### src/rtl/dcs_pkg.sv
// Package: shared types for the decimator clock and control sequencer.
// Assumes: single master clock domain, no other users of these types.
package dcs_pkg;

    // Filter input source selection
    typedef enum logic {
        SRC_MODULATOR = 1'b0,
        SRC_TEST      = 1'b1
    } src_sel_e;

    // Width helper for counters sized from a count
    function automatic int unsigned cnt_width(input int unsigned n);
        return (n <= 2) ? 1 : $clog2(n);
    endfunction

endpackage

### src/rtl/dcs_mclk_div.sv
// Module: modulator clock divider.
// Does:    counts master cycles modulo DIV, drives the upper half of the
//          count as the modulator clock (50% duty for even DIV).
// Assumes: hold and restart come from the same master clock domain; hold
//          wins over restart.
module dcs_mclk_div #(
    parameter int unsigned DIV = 4
) (
    input  logic clk_i,
    input  logic rst_n_i,
    input  logic hold_i,
    input  logic restart_i,
    output logic mclk_o
);
    localparam int unsigned CW   = dcs_pkg::cnt_width(DIV);
    localparam int unsigned HALF = DIV / 2;
    localparam logic [CW-1:0] LAST = CW'(DIV - 1);

    logic [CW-1:0] cnt_q;

    // Divider counter: freeze on hold, zero on restart, else wrap at DIV
    always_ff @(posedge clk_i) begin
        if (!rst_n_i) begin
            cnt_q <= '0;
        end else if (hold_i) begin
            cnt_q <= cnt_q;
        end else if (restart_i || cnt_q == LAST) begin
            cnt_q <= '0;
        end else begin
            cnt_q <= cnt_q + 1'b1;
        end
    end

    // Modulator clock is high during the upper half of the count
    assign mclk_o = (cnt_q >= CW'(HALF));

    // count stays frozen while held
    p_div_hold_r3: assert property (@(posedge clk_i) disable iff (!rst_n_i)
        hold_i |=> $stable(cnt_q));

    // restart brings the count to zero
    p_div_restart_r6: assert property (@(posedge clk_i) disable iff (!rst_n_i)
        (restart_i && !hold_i) |=> (cnt_q == '0));

endmodule

### src/rtl/dcs_conv_seq.sv
// Module: convolution sequencer.
// Does:    detects sync rising edges, tracks the decimation period, issues
//          the filter clear pulse and keeps the arm flag that gates the
//          filter enable across power-down.
// Assumes: pd_i is already aligned to the falling-edge rule by the parent;
//          a decimation period is PERIOD master cycles.
module dcs_conv_seq #(
    parameter int unsigned PERIOD = 32
) (
    input  logic clk_i,
    input  logic rst_n_i,
    input  logic pd_i,
    input  logic sync_i,
    input  logic dec_rst_i,
    output logic restart_o,
    output logic armed_o,
    output logic clr_o
);
    localparam int unsigned DW = dcs_pkg::cnt_width(PERIOD);
    localparam logic [DW-1:0] LAST = DW'(PERIOD - 1);

    logic          sync_q;
    logic [DW-1:0] dec_q;
    logic          armed_q;
    logic          clr_q;
    logic          rise;
    logic          at_last;

    assign rise    = sync_i & ~sync_q;
    assign at_last = (dec_q == LAST);

    // Sync history for edge detection (tracks even during power-down)
    always_ff @(posedge clk_i) begin
        if (!rst_n_i) sync_q <= 1'b0;
        else          sync_q <= sync_i;
    end

    // Decimation phase counter: frozen in power-down, zeroed on sync or reset
    always_ff @(posedge clk_i) begin
        if (!rst_n_i) begin
            dec_q <= '0;
        end else if (dec_rst_i) begin
            dec_q <= '0;
        end else if (pd_i) begin
            dec_q <= dec_q;
        end else if (rise || at_last) begin
            dec_q <= '0;
        end else begin
            dec_q <= dec_q + 1'b1;
        end
    end

    // Arm flag: dropped in power-down, raised again by a sync edge
    always_ff @(posedge clk_i) begin
        if (!rst_n_i)        armed_q <= 1'b1;
        else if (pd_i)       armed_q <= 1'b0;
        else if (rise)       armed_q <= 1'b1;
    end

    // Clear pulse: decimator reset level, or off-boundary sync edge
    always_ff @(posedge clk_i) begin
        if (!rst_n_i) clr_q <= 1'b0;
        else          clr_q <= dec_rst_i | (rise & ~pd_i & ~at_last);
    end

    assign restart_o = rise & ~pd_i;
    assign armed_o   = armed_q;
    assign clr_o     = clr_q;

    // a held sync level gives no further clear
    p_clr_single_r5: assert property (@(posedge clk_i) disable iff (!rst_n_i)
        (sync_i && sync_q && !dec_rst_i) |=> !clr_q);

    // power-down disarms the filter
    p_pd_disarm_r4: assert property (@(posedge clk_i) disable iff (!rst_n_i)
        pd_i |=> !armed_q);

    // decimator reset always yields a clear next cycle
    p_decrst_clr_r8: assert property (@(posedge clk_i) disable iff (!rst_n_i)
        dec_rst_i |=> clr_q);

endmodule

### src/rtl/dcs_err_latch.sv
// Module: overrange error latch.
// Does:    samples the overrange flag on rising edges into a sticky status.
// Assumes: only the block reset clears the status.
module dcs_err_latch (
    input  logic clk_i,
    input  logic rst_n_i,
    input  logic ovr_i,
    output logic err_stat_o,
    output logic err_n_o
);
    logic stat_q;

    // Sticky status: set by a sampled overrange, held until reset
    always_ff @(posedge clk_i) begin
        if (!rst_n_i)   stat_q <= 1'b0;
        else if (ovr_i) stat_q <= 1'b1;
    end

    assign err_stat_o = stat_q;
    assign err_n_o    = ~stat_q;

    // a sampled overrange sets the status
    p_ovr_set_r9: assert property (@(posedge clk_i) disable iff (!rst_n_i)
        ovr_i |=> stat_q);

    // status never self-clears
    p_sticky_r10: assert property (@(posedge clk_i) disable iff (!rst_n_i)
        stat_q |=> stat_q);

endmodule

### src/rtl/dcs_top.sv
// Module: decimator clock and control sequencer, top level.
// Does:    aligns power-down to the falling master edge, combines divider,
//          sequencer and error latch, and selects the filter input bit.
// Assumes: all inputs are synchronous to clk_i; reset is synchronous.
module dcs_top #(
    parameter int unsigned MCLK_DIV    = 4,
    parameter int unsigned DECIM_MCLKS = 8
) (
    input  logic clk_i,
    input  logic rst_n_i,
    input  logic pwrdn_i,
    input  logic sync_i,
    input  logic dec_rst_i,
    input  logic ovr_i,
    input  logic sel_test_i,
    input  logic mdat_i,
    input  logic tdat_i,
    output logic mclk_o,
    output logic filt_en_o,
    output logic filt_clr_o,
    output logic filt_din_o,
    output logic err_n_o,
    output logic err_stat_o
);
    import dcs_pkg::*;

    localparam int unsigned PERIOD = MCLK_DIV * DECIM_MCLKS;

    logic     pd_q;
    logic     restart;
    logic     armed;
    src_sel_e src;

    // Power-down capture on the falling master edge
    always_ff @(negedge clk_i) begin
        if (!rst_n_i) pd_q <= 1'b0;
        else          pd_q <= pwrdn_i;
    end

    dcs_mclk_div #(.DIV(MCLK_DIV)) u_div (
        .clk_i     (clk_i),
        .rst_n_i   (rst_n_i),
        .hold_i    (pd_q),
        .restart_i (restart),
        .mclk_o    (mclk_o)
    );

    dcs_conv_seq #(.PERIOD(PERIOD)) u_seq (
        .clk_i     (clk_i),
        .rst_n_i   (rst_n_i),
        .pd_i      (pd_q),
        .sync_i    (sync_i),
        .dec_rst_i (dec_rst_i),
        .restart_o (restart),
        .armed_o   (armed),
        .clr_o     (filt_clr_o)
    );

    dcs_err_latch u_err (
        .clk_i      (clk_i),
        .rst_n_i    (rst_n_i),
        .ovr_i      (ovr_i),
        .err_stat_o (err_stat_o),
        .err_n_o    (err_n_o)
    );

    // Filter input source mux
    assign src        = src_sel_e'(sel_test_i);
    assign filt_din_o = (src == SRC_TEST) ? tdat_i : mdat_i;
    assign filt_en_o  = armed & ~pd_q;

    // enable is low whenever power-down is in force at a rising edge
    p_no_en_pd_r3: assert property (@(posedge clk_i) disable iff (!rst_n_i)
        pd_q |-> !filt_en_o);

endmodule

### config.mk
export PLATFORM = sky130hd
export DESIGN_NAME = dcs_top
export DESIGN_NICKNAME = d
export VERILOG_FILES = /design/src/rtl/dcs_pkg.sv /design/src/rtl/dcs_mclk_div.sv /design/src/rtl/dcs_conv_seq.sv /design/src/rtl/dcs_err_latch.sv /design/src/rtl/dcs_top.sv
export SDC_FILE = /design/constraint.sdc
export NUM_CORES = 1
export LEC_CHECK = 0
export ABC_AREA = 1
export BUFFER_PORTS_ARGS = -buffer_cell sky130_fd_sc_hd__buf_2
export CELL_PAD_IN_SITES_DETAIL_PLACEMENT = 2
export CELL_PAD_IN_SITES_GLOBAL_PLACEMENT = 2
export CORE_MARGIN = 4
export CORE_UTILIZATION = 28
export DETAILED_ROUTE_END_ITERATION = 10
export PLACE_DENSITY = 0.83
export RECOVER_POWER = 25
export SKIP_CTS_REPAIR_TIMING = 1
export SYNTH_ARGS = -nofsm -noshare
export SYNTH_HDL_FRONTEND = slang
export SYNTH_SLANG_ARGS = --single-unit
### constraint.sdc
create_clock -name clk_i -period 1.6 [get_ports clk_i]
set_input_delay 0.16 -clock clk_i [delete_from_list [all_inputs] [get_ports clk_i]]
set_output_delay 0.16 -clock clk_i [all_outputs]
set_load 0.01 [all_outputs]
# [After elaboration in Yosys (flattened, before gate mapping)]
# Index checks and enable logic that the tools add are counted.
[word_totals] register_bits=12 n_memories=0 latch_bits=0 mem_bits_rw=0 rom_bits=0 out_inout_bits=6
[classes] n_shift=0 mul=0 order_cmp=1 n_eq_ne=2 div=0 mux=5 bitwise_logic=10 reduce_logical=4 add_sub_neg=2
[op_table] cell="$add A5 B1 Y5 const B" count=1
[op_table] cell="$eq A5 B5 Y1 const B" count=1
[op_table] cell="$mux W5" count=1
[op_table] cell="$not A1 Y1" count=5
[op_table] cell="$and A1 B1 Y1" count=4
[op_table] cell="$mux W1" count=3
[op_table] cell="$add A2 B1 Y2 const B" count=1
[op_table] cell="$eq A2 B2 Y1 const B" count=1
[op_table] cell="$ge A2 B2 Y1 const B" count=1
[op_table] cell="$logic_or A1 B1 Y1" count=2
[op_table] cell="$mux W2" count=1
[op_table] cell="$reduce_bool A2 Y1" count=1
[op_table] cell="$reduce_or A2 Y1" count=1
[op_table] cell="$or A1 B1 Y1" count=1

# [Longest topological paths before layout]
# Gate-level depths: netlist of the first run.
[logic_depth] depth_word=5 mapped_depth=7 ltp_nobuf=7

# [By module]
# Synthesis of the first run repeated with hierarchy kept, for this count alone.
[hier_totals] cells_unflattened=88 area_unflattened_um2=636.9
[by_module_without_submodules] module="dcs_conv_seq" area_each_um2=411.6 n_inst=1 cells_per_inst=54
[by_module_without_submodules] module="dcs_mclk_div" area_each_um2=136.4 n_inst=1 cells_per_inst=19
[by_module_without_submodules] module="dcs_top" area_each_um2=53.8 n_inst=1 cells_per_inst=10
[by_module_without_submodules] module="dcs_err_latch" area_each_um2=35.0 n_inst=1 cells_per_inst=5

==> qor.txt, run 1 <==
Status - finished, violations left
Failing checks - negative setup slack
Final Max Slew Viols - 0
Synth Flop Type - dfxtp_1
Bufs and invs on worst path - 4
Starting Density - 30.1%
Wire per inst - 13.2 µm
Post-synth cell types - 22
CP Capture Type - output pin
Synth Net Count - 84
Die height - 54.4 µm
Register area share after synthesis - 39.8%
DPL Wire Length - 1150 µm
# diodes - 0
Critical path, cell by cell - buf_12 -> clkinv_8 -> nand2_4 -> inv_2 -> buf_6
Chip Width - 54.4 µm
Crit path max-delay family - flip-flops
WL final - 1580 µm
# setup viols final - 10
Arr. time, crit path - 1850 ps
Setup crit start kind - register
Most numerous cell in the Yosys netlist - inv_1
Clock transition at the registers of the reported paths - 70 ps
Crit Path Class - reg -> out
Final worst slack - -410 ps
Least-Margin Pin Slew - 240 ps
Clk buf depth - 2
Hold WC Path Type - in -> reg
Layout area overhead - 34.2%
Layout cells sized above 1 - 43.0%
Largest stage delay on the critical path - 350 ps
Syn avg cell area - 8.49 µm²
DIE AREA - 2960 µm²
Seq cells post-synth - 12
First-pass GRT wire length - 2400 µm
Number of max-cap violations - 0
Worst path slowest cell - dfxtp_2
Clock H-tree levels - 1
Cells after synthesis - 71
Pre-antenna DRT Iters - 3
Routability cong. - 0.767
Slew Limit Headroom - 83.9%
Initial antenna violation count - 0
RSZ-0062 raised after global routing - yes
GRT Overall Usage - 12.3%
Largest net degree at the start of global routing - 8
Area leader, netlist - dfxtp_1
Power Dens Cells - 810 nW/µm²
Critical Path RT - 1440 ps
Clock sink count - 12
Port bufs - 14
Total core area - 2000 µm²
Std-Cell Rows - 16
Residual DRC - 0
Total gr overflow - 0
Asr flop ratio synth - 0%
Initial DRC count - 1
Root buf cell - clkbuf_4
Final core utilization - 40.4%
Skew final - 66.4 ps
Peak VDD IR - 0.000567 V
Number of synthesized flops with an enable pin - 0
Routed Antenna Nets - 0
CTS buffer count - 3
Vias in the first global route - 538
Crit-path max FO - 5
CTS tree - done
# fillers - 236
P_leak - 0.380 nW
Number of placed I/O pins - 15
Synthesis Warnings - 0
Synth area leaders - dfxtp_1 40%, inv_1 8.7%, ha_1 8.3%
DP Worst Slack - -126 ps
Layout Nets - 107
Worst-Skew Late Latency - 340 ps
Area share of the largest cell type after synthesis - 39.8%
DR vias/cell - 4.40
Flop2flop setup slack - -300 ps
Vias post-DR - 528
Post-Synthesis Cell Area - 603 µm²
Synth cell count leaders - 14 x inv_1, 12 x dfxtp_1, 9 x nand2_1
Final hold viol count - 0
==> worst min-delay path: cells and delay by family <==
family                 cells  cell delay, ps
buffers and inverters      1              70
and+or+nand+nor            2             100
==> flip-flops by register name, indices dropped and copies added, names as in the netlist <==
register / cells
pd_q: 1
u_div.cnt_q: 2
u_err.err_stat_o: 1
u_seq.armed_o: 1
u_seq.clr_o: 1
u_seq.dec_q: 5
u_seq.sync_q: 1
==> cell families (layout without fill, tap and decap cells) <==
group                      Yosys count  in the layout  synth area share (%)
adders and majority gates            4              4                  8.30
xor gates and xnor gates             1              1                  1.45
buffers and inverters               17             39                  13.1
and+or+nand+nor                     29             29                  26.8
muxes                                3              3                  5.19
DFF                                 12             12                  39.8
AOI/OAI and AO/OA                    5              5                  5.39
==> layout make-up <==
cell class              instances  area (µm²)  area share (%)
well taps                      27        33.8            4.17
inverters                      15        68.8            8.50
clock inverters                 1        3.75           0.464
multi-input cells              42         307            37.9
repair buffers                 19         129            15.9
clock buffers                   4        26.3            3.25
flip-flops and latches         12         241            29.8
==> power by group <==
group | internal, W | total (W) | leakage, nW | switching (W)
combinational | 0.0000554 | 0.000116 | 0.261 | 0.0000609
clock | 0.000100 | 0.000217 | 0.0203 | 0.000116
sequential | 0.000312 | 0.000323 | 0.0988 | 0.0000104
==> final timing paths <==
path | start | to | cells past startpoint
worst max-delay path | pd_q$_SDFF_NN0_ | filt_en_o | 5
worst min-delay path | ovr_i | u_err.err_stat_o$_SDFFE_PN0P_ | 3
worst max register to register | pd_q$_SDFF_NN0_ | u_seq.dec_q[3]$_SDFFE_PP0N_ | 6
worst min register to register | u_seq.dec_q[3]$_SDFFE_PP0N_ | u_seq.dec_q[3]$_SDFFE_PP0N_ | 2
==> through the flow <==
| stage | area [µm²] | total power (W) | hold WS, ps | instances | TNS (ps) |
|---|---|---|---|---|---|
| after floorplan | 606 | 0.000392 | 245 | 71 | -27.8 |
| after global placement | 726 | 0.000429 | 365 | 113 | -522 |
| after detailed placement | 726 | 0.000435 | 377 | 113 | -795 |
| after CTS | 752 | 0.000651 | 74.5 | 117 | -1600 |
| after global routing | 810 | 0.000705 | 72.6 | 120 | -3050 |
| final | 810 | 0.000656 | 88.0 | 120 | -2540 |
==> per-layer routing <==
metal	part of all wire [%]	track usage (%)	wire length, µm	up-vias
li1	-	-	-	264
met1	43	12.7	685	249
met2	50	20.7	799	11
met3	3.9	4.09	61	4
met4	2.3	8.71	37	0
met5	0	0	0	-
==> cell usage in the layout (no fill, tap or decap) <==
cell and count:
nor2_4 1, clkinv_8 1, buf_4 3, nand4_1 2
dfxtp_2 1, nand3_1 3, xor2_1 1, a21oi_2 4
nand3_4 2, dfxtp_1 11, nor3_1 1, mux2i_1 2
buf_12 1, nand2_1 8, nand2_2 1, o21ai_0 1
nor2_1 5, buf_2 12, clkbuf_4 3, inv_2 2
or2_2 1, mux2_2 1, clkbuf_1 2, nand2_4 1
nor2_2 4, inv_1 13, ha_1 4, buf_6 2
No activity file was read; power rests on OpenSTA's default activity.
==> inputs of run 2 (changes only) <==
CELL_PAD_IN_SITES_DETAIL_PLACEMENT = unset   (was 2)
CELL_PAD_IN_SITES_GLOBAL_PLACEMENT = unset   (was 2)
CORE_AREA = 4 4 41 43   (was unset)
CORE_MARGIN = unset   (was 4)
CORE_UTILIZATION = unset   (was 28)
DIE_AREA = 0 0 45 47   (was unset)
PLACE_DENSITY = 0.8   (was 0.83)
==> run 2 against run 1 <==
  * The flow still finishes with violations (negative setup slack)
  * Cell area fell by 1.4%
  * Count of clock-buffer cells in the layout is the same
  * Sequential power about the same
  * Routed wire length fell by 18%
  * Critical path depth unchanged
  * Global-route usage rose by 0.33 points
  * Worst setup slack improved by 50 ps
  * Die area shrank 29%
  * First-iteration DRC count increased to 5.0 times the previous value
  * Largest power group unchanged
==> qor.txt, run 2 (same netlist as run 1, synthesis figures left out) <==
Status - finished, violations left (unchanged)
Failing checks - negative setup slack (unchanged)
Skew final - 61.1 ps (was 66.4 ps)
Top Metal Used - met4 (unchanged)
Crit-path max FO - 4 (was 5)
Routed Antenna Nets - 0 (unchanged)
Top reg by flops - u_seq.dec_q (unchanged)
Port bufs - 14 (unchanged)
DPL Wire Length - 836 µm (was 1150 µm)
GRT Overall Usage - 12.6% (was 12.3%)
Die height - 47 µm (was 54.4 µm)
Final worst slack - -360 ps (was -410 ps)
Number of max-cap violations - 0 (unchanged)
RSZ-0062 raised after global routing - yes (unchanged)
Clk buf depth - 2 (unchanged)
Hold WC Path Type - in -> reg (unchanged)
P_leak - 0.392 nW (was 0.380 nW)
Setup crit start kind - register (unchanged)
Slew Limit Headroom - 83.5% (was 83.9%)
Largest stage delay on the critical path - 330 ps (was 350 ps)
# setup viols final - 10 (unchanged)
Initial DRC count - 5 (was 1)
Least-Margin Pin Slew - 247 ps (was 240 ps)
Clock transition at the registers of the reported paths - 70 ps (about the same)
Top flop regs - u_seq.dec_q (5), u_div.cnt_q (2) (unchanged)
Total gr overflow - 0 (unchanged)
Chip Width - 45 µm (was 54.4 µm)
Root buf cell - clkbuf_4 (unchanged)
Vias in the first global route - 455 (was 538)
Crit Path Class - reg -> out (unchanged)
Setup_tns - -2290 ps (was -2540 ps)
Vias post-DR - 524 (was 528)
Peak VDD IR - 0.000579 V (was 0.000567 V)
WL final - 1300 µm (was 1580 µm)
Final Max Slew Viols - 0 (unchanged)
Arr. time, crit path - 1800 ps (was 1850 ps)
CTS buffer count - 3 (unchanged)
Met2 wire length - 687 µm (was 799 µm)
Clock sink count - 12 (unchanged)
Total core area - 1300 µm² (was 2000 µm²)
Critical Path RT - 1440 ps (about the same)
CP Capture Type - output pin (unchanged)
First-pass GRT wire length - 1840 µm (was 2400 µm)
Pre-antenna DRT Iters - 4 (was 3)
Layout area overhead - 32.4% (was 34.2%)
DR vias/cell - 4.76 (was 4.40)
Routability cong. - 0.709 (was 0.767)
Wire per inst - 11.8 µm (was 13.2 µm)
Final hold viol count - 0 (unchanged)
Power Dens Cells - 862 nW/µm² (was 810 nW/µm²)
Initial antenna violation count - 0 (unchanged)
Met3 wire length - 57 µm (was 61 µm)
Most common cell after layout, fill and taps aside - inv_1 (unchanged)
Residual DRC - 0 (unchanged)
Layout cells sized above 1 - 43.2% (was 43.0%)
CTS tree - done (unchanged)
Most frequent cells in the layout - 13 x inv_1, 12 x buf_2, 11 x dfxtp_1 (unchanged)
Worst-Skew Late Latency - 330 ps (was 340 ps)
Bufs and invs on worst path - 4 (unchanged)
Crit path max-delay family - flip-flops (unchanged)
Total power - 0.000688 W (was 0.000656 W)
Largest register FFs - 5 (unchanged)
Worst path slowest cell - dfxtp_2 (unchanged)
Starting Density - 46.3% (was 30.1%)
DIE AREA - 2120 µm² (was 2960 µm²)
# diodes - 0 (unchanged)
Layout Nets - 109 (was 107)
Std-Cell Rows - 13 (was 16)
Largest net degree at the start of global routing - 8 (unchanged)
Critical path, cell by cell - buf_6 -> inv_8 -> nand2_4 -> inv_2 -> buf_6 (was buf_12 -> clkinv_8 -> nand2_4 -> inv_2 -> buf_6)
M1 wire length - 494 µm (was 685 µm)
Clock H-tree levels - 1 (unchanged)
Number of placed I/O pins - 15 (unchanged)
Most common cell on crit path - buf_6
==> run 2: cell types whose count changed in the layout (fill, tap and decap cells not counted), sizes merged <==
cell    delta
buf        +2
clkinv     -1
inv        +1
==> run 2: through the flow <==
step	worst slack [ps]	hold slack (ps)	instance area (µm²)	cells	utilization [%]
after global placement	-77.6	364	706	102	54.2
after CTS	-468	88.7	742	106	57.0
final	-360	92.0	798	110	61.3
after floorplan	-12.7	245	606	71	-
after detailed placement	-121	369	706	102	54.2
after global routing	-403	74.6	798	110	61.3
==> run 2: report_power, final <==
part / switching, W / internal [W] / leakage [nW]
sequential: 0.00000875 / 0.000312 / 0.0988
combinational: 0.0000598 / 0.0000566 / 0.267
clock: 0.000109 / 0.000142 / 0.0263
==> run 2: worst min-delay path, cell delays in order <==
cell    delay, ps
buf_2          70
nor2_1         30
nor2_1         60
==> run 2: final timing paths <==
kind,from,to,slack [ps],cells after the start
worst min-delay path,ovr_i,u_err.err_stat_o$_SDFFE_PN0P_,90,3
worst max-delay path,pd_q$_SDFF_NN0_,filt_en_o,-360,5
worst max register to register,pd_q$_SDFF_NN0_,u_seq.clr_o$_SDFF_PN0_,-290,7
worst min register to register,u_seq.dec_q[3]$_SDFFE_PP0N_,u_seq.dec_q[3]$_SDFFE_PP0N_,480,2
==> run 2: per-layer routing <==
metal,global-route usage [%],up-vias
li1,-,265
met1,13.2,238
met2,21.2,14
met3,2.30,7
met4,12.3,0
met5,0,-
==> run 2: cell type report <==
class                   instances  area (µm²)
fillers                       115         503
multi-input cells              42         299
flip-flops and latches         12         241
repair buffers                 21         135
inverters                      15        63.8
clock buffers                   4        36.3
well taps                      15        18.8
clock inverters                 1        3.75
==> inputs of run 3 (changes only) <==
TNS_END_PERCENT = 1   (was unset)
==> run 3 against run 2 <==
  * Non-clock buffer count decreased by 1
  * Clock skew rose by 8.3 ps
  * Total power decreased by 1.0%
  * Cell area is 0.31% lower
  * Sequential power about the same
  * Critical endpoint unchanged
  * Clock power about the same
  * The run still ends with negative setup slack left
  * Routed wire length shrank 6.4%
  * Sequential cell count unchanged
  * Via count decreased by 0.19%
  * Largest power group unchanged
  * Worst setup slack worse by 24 ps
  * Combinational power shrank 6%
==> qor.txt, run 3 (same netlist as run 1, synthesis figures left out) <==
CTS tree - done (unchanged)
Net Sw Frac - 25.5% (was 25.8%)
Peak VDD IR - 0.000816 V (was 0.000579 V)
DIE AREA - 2120 µm² (unchanged)
Hold EP - u_err.err_stat_o$_SDFFE_PN0P_ (unchanged)
RSZ-0062 raised after global routing - yes (unchanged)
Clock H-tree levels - 1 (unchanged)
Total core area - 1300 µm² (unchanged)
Internal - 0.000507 W (was 0.000510 W)
Critical Path RT - 1440 ps (about the same)
Worst r2r dst - u_seq.dec_q[4]$_SDFFE_PP0N_ (was u_seq.clr_o$_SDFF_PN0_)
Area occupied by multi-input gates - 294 µm² (was 299 µm²)
CTS buffer count - 3 (unchanged)
P_leak - 0.390 nW (was 0.392 nW)
DPL Wire Length - 920 µm (was 836 µm)
DR vias/cell - 4.80 (was 4.76)
Initial DRC count - 19 (was 5)
Layout Nets - 108 (was 109)
Critical path, cell by cell - buf_12 -> clkinv_8 -> nand2_4 -> inv_2 -> buf_6 (was buf_6 -> inv_8 -> nand2_4 -> inv_2 -> buf_6)
Total gr overflow - 0 (unchanged)
Clk buf depth - 2 (unchanged)
Setup_tns - -2450 ps (was -2290 ps)
GRT Overall Usage - 12.5% (was 12.6%)
WHS - 107 ps (was 92.0 ps)
Final hold viol count - 0 (unchanged)
First-pass GRT wire length - 1850 µm (was 1840 µm)
WL final - 1220 µm (was 1300 µm)
Largest net degree at the start of global routing - 8 (unchanged)
Routed Antenna Nets - 0 (unchanged)
Most frequent cells in the layout - 13 x inv_1, 12 x buf_2, 11 x dfxtp_1 (unchanged)
Routability cong. - 0.727 (was 0.709)
Final worst slack - -383 ps (was -360 ps)
Clock sink count - 12 (unchanged)
Starting Density - 46.3% (unchanged)
Failing checks - negative setup slack (unchanged)
Residual DRC - 0 (unchanged)
Die height - 47 µm (unchanged)
Clock transition at the registers of the reported paths - 70 ps (about the same)
Comb pwr share - 16.0% (was 16.9%)
Power Dens Cells - 856 nW/µm² (was 862 nW/µm²)
FF-to-FF path depth - 6 (was 7)
Top reg by flops - u_seq.dec_q (unchanged)
Worst path slowest cell - dfxtp_2 (unchanged)
Hold WC Path Type - in -> reg (unchanged)
Status - finished, violations left (unchanged)
Wire per inst - 11.2 µm (was 11.8 µm)
Flop2flop setup slack - -270 ps (was -290 ps)
Root buf cell - clkbuf_4 (unchanged)
Pre-antenna DRT Iters - 4 (unchanged)
Worst-Skew Late Latency - 330 ps (about the same)
Port bufs - 14 (unchanged)
Switching power total - 0.000173 W (was 0.000177 W)
Crit Path Class - reg -> out (unchanged)
Std-Cell Rows - 13 (unchanged)
Setup crit start kind - register (unchanged)
# setup viols final - 10 (unchanged)
# fillers - 110 (was 115)
Skew final - 69.5 ps (was 61.1 ps)
Largest register FFs - 5 (unchanged)
Initial antenna violation count - 0 (unchanged)
Chip Width - 45 µm (unchanged)
Worst hold start - ovr_i (unchanged)
Arr. time, crit path - 1820 ps (was 1800 ps)
WHS Path Cells - 3 (unchanged)
Least-Margin Pin Slew - 202 ps (was 247 ps)
CP Capture Type - output pin (unchanged)
Vias post-DR - 523 (was 524)
# diodes - 0 (unchanged)
Largest stage delay on the critical path - 340 ps (was 330 ps)
Number of max-cap violations - 0 (unchanged)
Clock share of power - 36.7% (was 36.4%)
Layout cells sized above 1 - 40.4% (was 43.2%)
Vias in the first global route - 475 (was 455)
Slew Limit Headroom - 86.4% (was 83.5%)
Crit-path max FO - 4 (unchanged)
Reg-to-reg startpoint - pd_q$_SDFF_NN0_ (unchanged)
Top flop regs - u_seq.dec_q (5), u_div.cnt_q (2) (unchanged)
Number of placed I/O pins - 15 (unchanged)
Seq pwr share - 47.3% (was 46.7%)
Layout area overhead - 32.0% (was 32.4%)
Crit path max-delay family - flip-flops (unchanged)
Bufs and invs on worst path - 4 (unchanged)
Final Max Slew Viols - 0 (unchanged)
Sequential Area - 241 µm² (unchanged)
Most common cell after layout, fill and taps aside - inv_1 (unchanged)
[run 3: cell types whose count changed in the layout (fill, tap and decap cells not counted)]
cell / change
buf_12: +1
buf_6: -2
clkinv_8: +1
inv_8: -1
nor2_1: +2
nor2_2: -2
[run 3: layer usage]
metal	global-route usage, %	share of wire [%]	up-vias
met2	20.6	49	22
met5	0	0	-
met3	4.21	5.7	6
li1	-	-	264
met1	13.2	42	231
met4	9.36	3.1	0
[run 3: per-stage QoR]
| step | std cells | worst slack [ps] | total power, W | instance area, µm² | util (%) |
|---|---|---|---|---|---|
| 3_3_place_gp | 101 | -98.7 | 0.000426 | 711 | 54.6 |
| 4_1_cts | 105 | -461 | 0.000670 | 747 | 57.4 |
| 3_5_place_dp | 101 | -111 | 0.000431 | 711 | 54.6 |
| 5_1_grt | 109 | -437 | 0.000715 | 796 | 61.2 |
| 2_1_floorplan | 71 | -12.7 | 0.000392 | 606 | - |
| 6_report | 109 | -383 | 0.000681 | 796 | 61.2 |
[run 3: how the worst max path moves through the flow]
stage	end	cells after the start	from	slack (ps)
after CTS	filt_en_o	5	pd_q$_SDFF_NN0_	-460
after detailed placement	filt_en_o	5	pd_q$_SDFF_NN0_	-110
after global routing	filt_en_o	5	pd_q$_SDFF_NN0_	-440
after floorplan	u_seq.dec_q[2]$_SDFFE_PP0N_	3	pd_q$_SDFF_NN0_	-10
after global placement	filt_en_o	5	pd_q$_SDFF_NN0_	-100
final	filt_en_o	5	pd_q$_SDFF_NN0_	-380
[run 3: worst register-to-register path, cell delays in order (launching register included)]
cell	delay (ps)
dfxtp_2	340
buf_12	120
clkinv_8	50
buf_4	140
nand2_2	70
nand3_4	110
nor2_1	120
[run 3: layout make-up]
| type | count | area share, % |
|---|---|---|
| Inverter | 15 | 8.65 |
| Multi-Input combinational cell | 42 | 36.9 |
| Sequential cell | 12 | 30.3 |
| Clock inverter | 1 | 0.472 |
| Timing Repair Buffer | 20 | 16.7 |
| Tap cell | 15 | 2.36 |
| Clock buffer | 4 | 4.56 |
[run 3: power groups by stage]
stage               registers [W]  clock network, W  logic [W]
global route             0.000323          0.000271   0.000120
global placement         0.000327        0.00000782  0.0000919
CTS                      0.000321          0.000253  0.0000959
detailed placement       0.000328        0.00000782  0.0000956
finish                   0.000322          0.000250   0.000109
floorplan                0.000327        0.00000782  0.0000574
